===== src/rtl/mr2_pkg.sv =====
package mr2_pkg;

    localparam int CWL_BASE   = 5;
    localparam int CWL_MAX    = 12;
    localparam int CWL_W      = 4;
    localparam int PASR_W     = 3;
    localparam int MR_TARGET  = 2;

    typedef enum logic [1:0] {
        TERM_OFF  = 2'b00,
        TERM_RZQ4 = 2'b01,
        TERM_RZQ2 = 2'b10,
        TERM_RSVD = 2'b11
    } term_e;

    typedef struct packed {
        logic [PASR_W-1:0] pasr;
        logic [2:0]        cwl_code;
        logic              asr;
        logic              srt;
        term_e             term;
        logic              mbz_err;
        logic              rsvd_err;
    } mr2_fields_t;

endpackage


===== src/rtl/mr2_cmd_decode.sv =====
module mr2_cmd_decode #(
    parameter int BA_W   = 3,
    parameter int MR_SEL = mr2_pkg::MR_TARGET
) (
    input  logic            cs_n,
    input  logic            ras_n,
    input  logic            cas_n,
    input  logic            we_n,
    input  logic [BA_W-1:0] ba,
    output logic            mrs_hit,
    output logic            wr_hit
);
    logic sel;

    always_comb begin
        sel     = ~cs_n;
        mrs_hit = sel & ~ras_n & ~cas_n & ~we_n & (ba == BA_W'(MR_SEL));
        wr_hit  = sel &  ras_n & ~cas_n & ~we_n;
    end

endmodule


===== src/rtl/mr2_field_reg.sv =====
module mr2_field_reg
    import mr2_pkg::*;
#(
    parameter int ADDR_W = 14
) (
    input  logic              clk,
    input  logic              rst_n,
    input  logic              mrs_hit,
    input  logic [ADDR_W-1:0] addr,
    output mr2_fields_t       fields
);
    mr2_fields_t st_d, st_q;
    logic        mbz_bits;

    always_comb begin
        mbz_bits = addr[5] | addr[8] | (|addr[ADDR_W-1:11]);
        st_d     = st_q;
        if (mrs_hit) begin
            st_d.pasr     = addr[2:0];
            st_d.cwl_code = addr[5:3];
            st_d.asr      = addr[6];
            st_d.srt      = addr[7];
            if (addr[10:9] == 2'b11) begin
                st_d.rsvd_err = 1'b1;
            end else begin
                st_d.term = term_e'(addr[10:9]);
            end
            if (mbz_bits) begin
                st_d.mbz_err = 1'b1;
            end
        end
    end

    always_ff @(posedge clk) begin
        if (!rst_n) begin
            st_q <= '0;
        end else begin
            st_q <= st_d;
        end
    end

    assign fields = st_q;

    // without a mode register 2 write nothing stored changes
    a_r1_hold_fields: assert property (@(posedge clk) disable iff (!rst_n)
        !mrs_hit |=> $stable(st_q));

    // the reserved code leaves the termination setting alone
    a_r7_rsvd_keeps_term: assert property (@(posedge clk) disable iff (!rst_n)
        (mrs_hit && addr[10:9] == 2'b11) |=> $stable(st_q.term));

    // the reserved-code flag is sticky
    a_r7_rsvd_sticky: assert property (@(posedge clk) disable iff (!rst_n)
        st_q.rsvd_err |=> st_q.rsvd_err);

    // the must-be-zero flag is sticky
    a_r8_mbz_sticky: assert property (@(posedge clk) disable iff (!rst_n)
        st_q.mbz_err |=> st_q.mbz_err);

    // a stored termination code is never the reserved one
    a_r6_term_legal: assert property (@(posedge clk) disable iff (!rst_n)
        st_q.term != TERM_RSVD);

endmodule


===== src/rtl/mr2_bank_mask.sv =====
module mr2_bank_mask #(
    parameter int BANKS  = 8,
    parameter int CODE_W = mr2_pkg::PASR_W
) (
    input  logic [CODE_W-1:0] code,
    input  logic              sr_active,
    output logic [BANKS-1:0]  keep
);
    localparam int HALF_CODES = 1 << (CODE_W - 1);

    function automatic logic bank_kept(input int c, input int b);
        if (c == 0)                return 1'b1;
        else if (c < HALF_CODES)   return b < (BANKS >> c);
        else if (c == HALF_CODES)  return b >= (BANKS / 4);
        else                       return b >= (BANKS - (BANKS >> (c - HALF_CODES)));
    endfunction

    logic [BANKS-1:0] keep_raw;

    for (genvar b = 0; b < BANKS; b++) begin : g_bank
        assign keep_raw[b] = bank_kept(int'(code), b);
    end

    assign keep = sr_active ? keep_raw : '1;

endmodule


===== src/rtl/mr2_wl_pipe.sv =====
module mr2_wl_pipe #(
    parameter int DEPTH = 27,
    parameter int WL_W  = $clog2(DEPTH + 1)
) (
    input  logic            clk,
    input  logic            rst_n,
    input  logic            push,
    input  logic [WL_W-1:0] wl,
    output logic            strobe
);
    typedef struct packed {
        logic [DEPTH-1:0] slot;
    } pipe_t;

    pipe_t p_d, p_q;

    always_comb begin
        p_d.slot = {1'b0, p_q.slot[DEPTH-1:1]};
        for (int i = 0; i < DEPTH; i++) begin
            if (push && wl == WL_W'(i + 1)) begin
                p_d.slot[i] = 1'b1;
            end
        end
    end

    always_ff @(posedge clk) begin
        if (!rst_n) begin
            p_q <= '0;
        end else begin
            p_q <= p_d;
        end
    end

    assign strobe = p_q.slot[0];

    // Checker: the number of writes still waiting for their strobe
    logic [WL_W:0] pend_q;
    always_ff @(posedge clk) begin
        if (!rst_n) begin
            pend_q <= '0;
        end else begin
            pend_q <= pend_q + (WL_W+1)'(push) - (WL_W+1)'(strobe);
        end
    end

    // every strobe belongs to an earlier write
    a_r10_no_phantom: assert property (@(posedge clk) disable iff (!rst_n)
        strobe |-> pend_q != '0);

    // a pushed latency fits the pipeline
    a_r10_wl_in_range: assert property (@(posedge clk) disable iff (!rst_n)
        push |-> (wl >= WL_W'(1) && wl <= WL_W'(DEPTH)));

endmodule


===== src/rtl/mr2_wl_tracker.sv =====
module mr2_wl_tracker
    import mr2_pkg::*;
#(
    parameter int AL_W   = 4,
    parameter int ADDR_W = 14,
    parameter int BA_W   = 3,
    parameter int BANKS  = 8
) (
    input  logic              clk,
    input  logic              rst_n,
    input  logic              cs_n,
    input  logic              ras_n,
    input  logic              cas_n,
    input  logic              we_n,
    input  logic [BA_W-1:0]   ba,
    input  logic [ADDR_W-1:0] addr,
    input  logic [AL_W-1:0]   add_lat,
    input  logic              wr_lvl,
    input  logic              sr_active,
    output logic [CWL_W-1:0]  cwl_clk,
    output logic              asr_en,
    output logic              srt_ext,
    output logic [1:0]        odt_sel,
    output logic [BANKS-1:0]  bank_keep,
    output logic              mbz_err,
    output logic              rsvd_err,
    output logic              wdata_valid
);
    localparam int AL_MAX = (1 << AL_W) - 1;
    localparam int DEPTH  = AL_MAX + CWL_MAX;
    localparam int WL_W   = $clog2(DEPTH + 1);

    logic            mrs_hit;
    logic            wr_hit;
    mr2_fields_t     fields;
    logic [WL_W-1:0] wl_total;

    mr2_cmd_decode #(.BA_W(BA_W), .MR_SEL(MR_TARGET)) i_dec (
        .cs_n    (cs_n),
        .ras_n   (ras_n),
        .cas_n   (cas_n),
        .we_n    (we_n),
        .ba      (ba),
        .mrs_hit (mrs_hit),
        .wr_hit  (wr_hit)
    );

    mr2_field_reg #(.ADDR_W(ADDR_W)) i_fields (
        .clk     (clk),
        .rst_n   (rst_n),
        .mrs_hit (mrs_hit),
        .addr    (addr),
        .fields  (fields)
    );

    mr2_bank_mask #(.BANKS(BANKS), .CODE_W(PASR_W)) i_mask (
        .code      (fields.pasr),
        .sr_active (sr_active),
        .keep      (bank_keep)
    );

    always_comb begin
        cwl_clk  = CWL_W'(CWL_BASE) + CWL_W'(fields.cwl_code);
        wl_total = WL_W'(add_lat) + WL_W'(cwl_clk);
        asr_en   = fields.asr;
        srt_ext  = fields.srt;
        odt_sel  = wr_lvl ? TERM_OFF : fields.term;
        mbz_err  = fields.mbz_err;
        rsvd_err = fields.rsvd_err;
    end

    mr2_wl_pipe #(.DEPTH(DEPTH), .WL_W(WL_W)) i_pipe (
        .clk    (clk),
        .rst_n  (rst_n),
        .push   (wr_hit),
        .wl     (wl_total),
        .strobe (wdata_valid)
    );

    // termination is reported off during write leveling
    a_r9_lvl_term_off: assert property (@(posedge clk) disable iff (!rst_n)
        wr_lvl |-> odt_sel == 2'b00);

    // a retention mask is never empty
    a_r2_mask_nonempty: assert property (@(posedge clk) disable iff (!rst_n)
        sr_active |-> bank_keep != '0);

    // outside self-refresh every bank reads as kept
    a_r3_mask_all: assert property (@(posedge clk) disable iff (!rst_n)
        !sr_active |-> &bank_keep);

    // reported CAS write latency stays within 5..12
    a_r4_cwl_range: assert property (@(posedge clk) disable iff (!rst_n)
        cwl_clk >= CWL_W'(CWL_BASE) && cwl_clk <= CWL_W'(CWL_MAX));

endmodule


===== config.mk =====
export PLATFORM = sky130hd
export DESIGN_NAME = mr2_wl_tracker
export DESIGN_NICKNAME = d
export VERILOG_FILES = /design/src/rtl/mr2_pkg.sv /design/src/rtl/mr2_cmd_decode.sv /design/src/rtl/mr2_field_reg.sv /design/src/rtl/mr2_bank_mask.sv /design/src/rtl/mr2_wl_pipe.sv /design/src/rtl/mr2_wl_tracker.sv
export SDC_FILE = /design/constraint.sdc
export NUM_CORES = 1
export LEC_CHECK = 0
export BUFFER_PORTS_ARGS = -buffer_cell sky130_fd_sc_hd__buf_2
export CORE_MARGIN = 2
export CORE_UTILIZATION = 30
export CTS_CLUSTER_SIZE = 8
export DETAILED_ROUTE_END_ITERATION = 16
export PLACE_DENSITY = 0.58
export SYNTH_ARGS = -nofsm -noshare
export SYNTH_HDL_FRONTEND = slang
export SYNTH_SLANG_ARGS = --single-unit

===== constraint.sdc =====
create_clock -name clk -period 2.93 [get_ports clk]
set_input_delay 0.4395 -clock clk [delete_from_list [all_inputs] [get_ports clk]]
set_output_delay 0.4395 -clock clk [all_outputs]
set_load 0.02 [all_outputs]

==> metrics.txt <==
run status=complete, no violations; number of synthesized flops with an enable pin=0; hold slack=0.391 ns; f_max=approximately 400 MHz; Relative slew margins=57.2%; complex-gate fraction of the synthesized area=between 15 and 20%; # rows=29; die area=7080 um2; Routed WL=4.26 mm; Mapped Cells=between 200 and 250; vias in the first global route=approximately 1500; Hold Buf Count CTS=0; final max-slew violation count=0; Hold Crit Class=input pin to flop; proportion of synthesized area in mux cells=3.64%; max-cap violations=0; Worst Path Buf+Inv=1; Root Driver=clkbuf_8; Tcrit/Tclk final=a little over four fifths; CTS Buffer Depth=2; DRT iter0 DRCs=76; Peak VDD IR=around 200 uV; setup TNS=0 ns; skew final=around 0.0075 ns; fraction of layout cells with a size suffix above 1=roughly 25%; Post-Syn Nets=between 200 and 300; TritonCTS clock tree=built; most frequent cells in the layout=buf_2, dfxtp_1, nand2_1; most common cell after layout, fill and taps aside=buf_2; post-DP HPWL=3.23 mm; Post-CTS Setup Bufs=0; die width=approximately 84 um; Static Leakage=a little over 0.001 uW; Post-Synth XOR/XNOR Area=under 10%; initial core utilization=around 31%; worst path arrival time=just over 2 ns; CTS sink count=39; clock-pin slew on the worst setup and hold paths=~0.080 ns; H-Tree Level Count=2; data required time of the critical path=about 2.5 ns; sequential share of the synthesized area=about two fifths; Hold Fails Final Rpt=0; Pre-antenna DRT Iters=4; largest net degree at the start of global routing=39; antenna violations before repair=0; pwr/cell area=about 490 nW/um2; worst-margin pin slew=~0.64 ns; Synth Register Bits=39; RSZ-0062 raised after global routing=false; first-pass GRT wire length=slightly above 7 mm; Final #Nets=a little over 300; WL/cell=roughly 12 um; PortBufs=47; TritonCTS buffer count=5; Die Y-Extent=around 84 um; final number of setup-violating endpoints=0; Inserted Diodes=0; Min Clock Period, post-route=2.48 ns; mean post-synth cell area=about 8.8 um2; synth warn=0; total track usage=12.4%; Crit Path Class=flop to output pin; drc violations=0; Via density=approximately 4.9; routed vias=between 1500 and 2000; core area=~6300 um2; crit end category=output pin; critical path peak fanout=13; gpl congestion=0.888; largest family of logic cells by synthesized area=simple AND/OR/NAND/NOR gates; critical path's slowest cell=dfxtp_1; Worst path max stage delay=approximately 0.55 ns; Area growth syn-to-layout=22.7%; cts repair resizes=0; Synth Cell Area=1930 um2; crit-path leading delay family=flip-flops; ys async rst share=0%; commonest register cell after synthesis=dfxtp_1; worst-skew pair later-pin latency=between 0.2 and 0.3 ns; I/O pins=48; Simple-Gate Fraction of Synth Area=around a quarter; CP Cell Sequence=nand3b_1 > ha_1 > xnor2_1 > nand3_1 > o21ai_0 > buf_2; post-route ant nets=0; Distinct cells, synth=42; total gr overflow=0; Critical Path Start Type=flop; Post-Synth Adder-Cell Area=6.89%
[layout make-up]
class                   instances  area [um2]
well taps                      77        96.3
clock inverters                 2        60.1
clock buffers                   6        72.6
fillers                       663        3910
flip-flops and latches         39         781
multi-input cells             164        1080
inverters                       6        22.5
repair buffers                 49         250
[flip-flops by register name (all words and copies together), names as in the netlist]
name	cells
i_fields.fields	12
i_pipe.p_q	27
[metal layers]
| layer | global-route usage (%) | share of wire, % | vias to the layer above |
|---|---|---|---|
| li1 | - | - | 864 |
| met1 | 16.4 | 48 | 784 |
| met2 | 18.7 | 45 | 37 |
| met3 | 3.76 | 4.8 | 7 |
| met4 | 5.43 | 1.7 | 0 |
| met5 | 0 | 0 | - |
[cell usage after synthesis (all sizes together) (3+ instances only)]
master  number  area share (%)
o21a         3             1.2
xnor2        3             1.4
nand4        4             1.3
nor3         3             1.6
nor2b       13             4.2
o21ai       19             4.9
nand3        7             1.8
clkbuf       8             1.6
mux2i        7             3.6
dfxtp       39              41
nand2b       3             1.1
nor2        11             2.1
a21o         4             1.6
a21oi        5             1.3
nand3b       3             1.2
nand2       37             7.2
xor2         3             1.8
ha           9             5.8
inv          6             1.2
o31ai       10             3.9
[power breakdown]
part | switching, uW | internal (uW)
sequential | 1.04 | 531
clock | 186 | 340
combinational | 62.8 | 40.4
total | 250 | 912
[metrics by stage]
stage / total power [uW] / cell area [um2] / setup slack (ns) / cells / utilization [%]
after global routing: 1210 / 2360 / 0.224 / 343 / 37.7
final: 1160 / 2360 / 0.453 / 343 / 37.7
after floorplan: 609 / 1930 / 0.492 / 219 / -
after CTS: 1180 / 2360 / 0.456 / 343 / 37.7
after global placement: 647 / 2230 / 0.530 / 335 / 35.5
after detailed placement: 647 / 2230 / 0.486 / 335 / 35.5
[path summary, 6_finish.rpt]
kind	from	to	slack (ns)	cells past startpoint
setup / recovery	i_fields.fields[11]$_SDFFE_PN0P_	bank_keep[2]	0.45	6
hold / removal	addr[6]	i_fields.fields[5]$_SDFFE_PN0P_	0.39	3
setup reg to reg	i_fields.fields[6]$_SDFFE_PN0P_	i_pipe.p_q[24]$_SDFF_PN0_	0.47	7
hold reg to reg	i_pipe.p_q[11]$_SDFF_PN0_	i_pipe.p_q[10]$_SDFF_PN0_	0.43	2
[cells by family after synthesis]
family                     after synthesis
AOI/OAI and AO/OA                       51
xor gates and xnor gates                 6
adders and majority gates               10
buffers and inverters                   16
DFF                                     39
muxes                                    7
and+or+nand+nor                         90
[worst register-to-register path, delay by kind of cell, from the launching register on]
kind                       cells  cell delay [ns]
and+or+nand+nor                2             0.81
DFF                            1             0.34
AOI/OAI and AO/OA              2             0.35
adders and majority gates      2             0.85
buffers and inverters          1             0.07
Note: power is estimated with default switching activity, not from simulation.
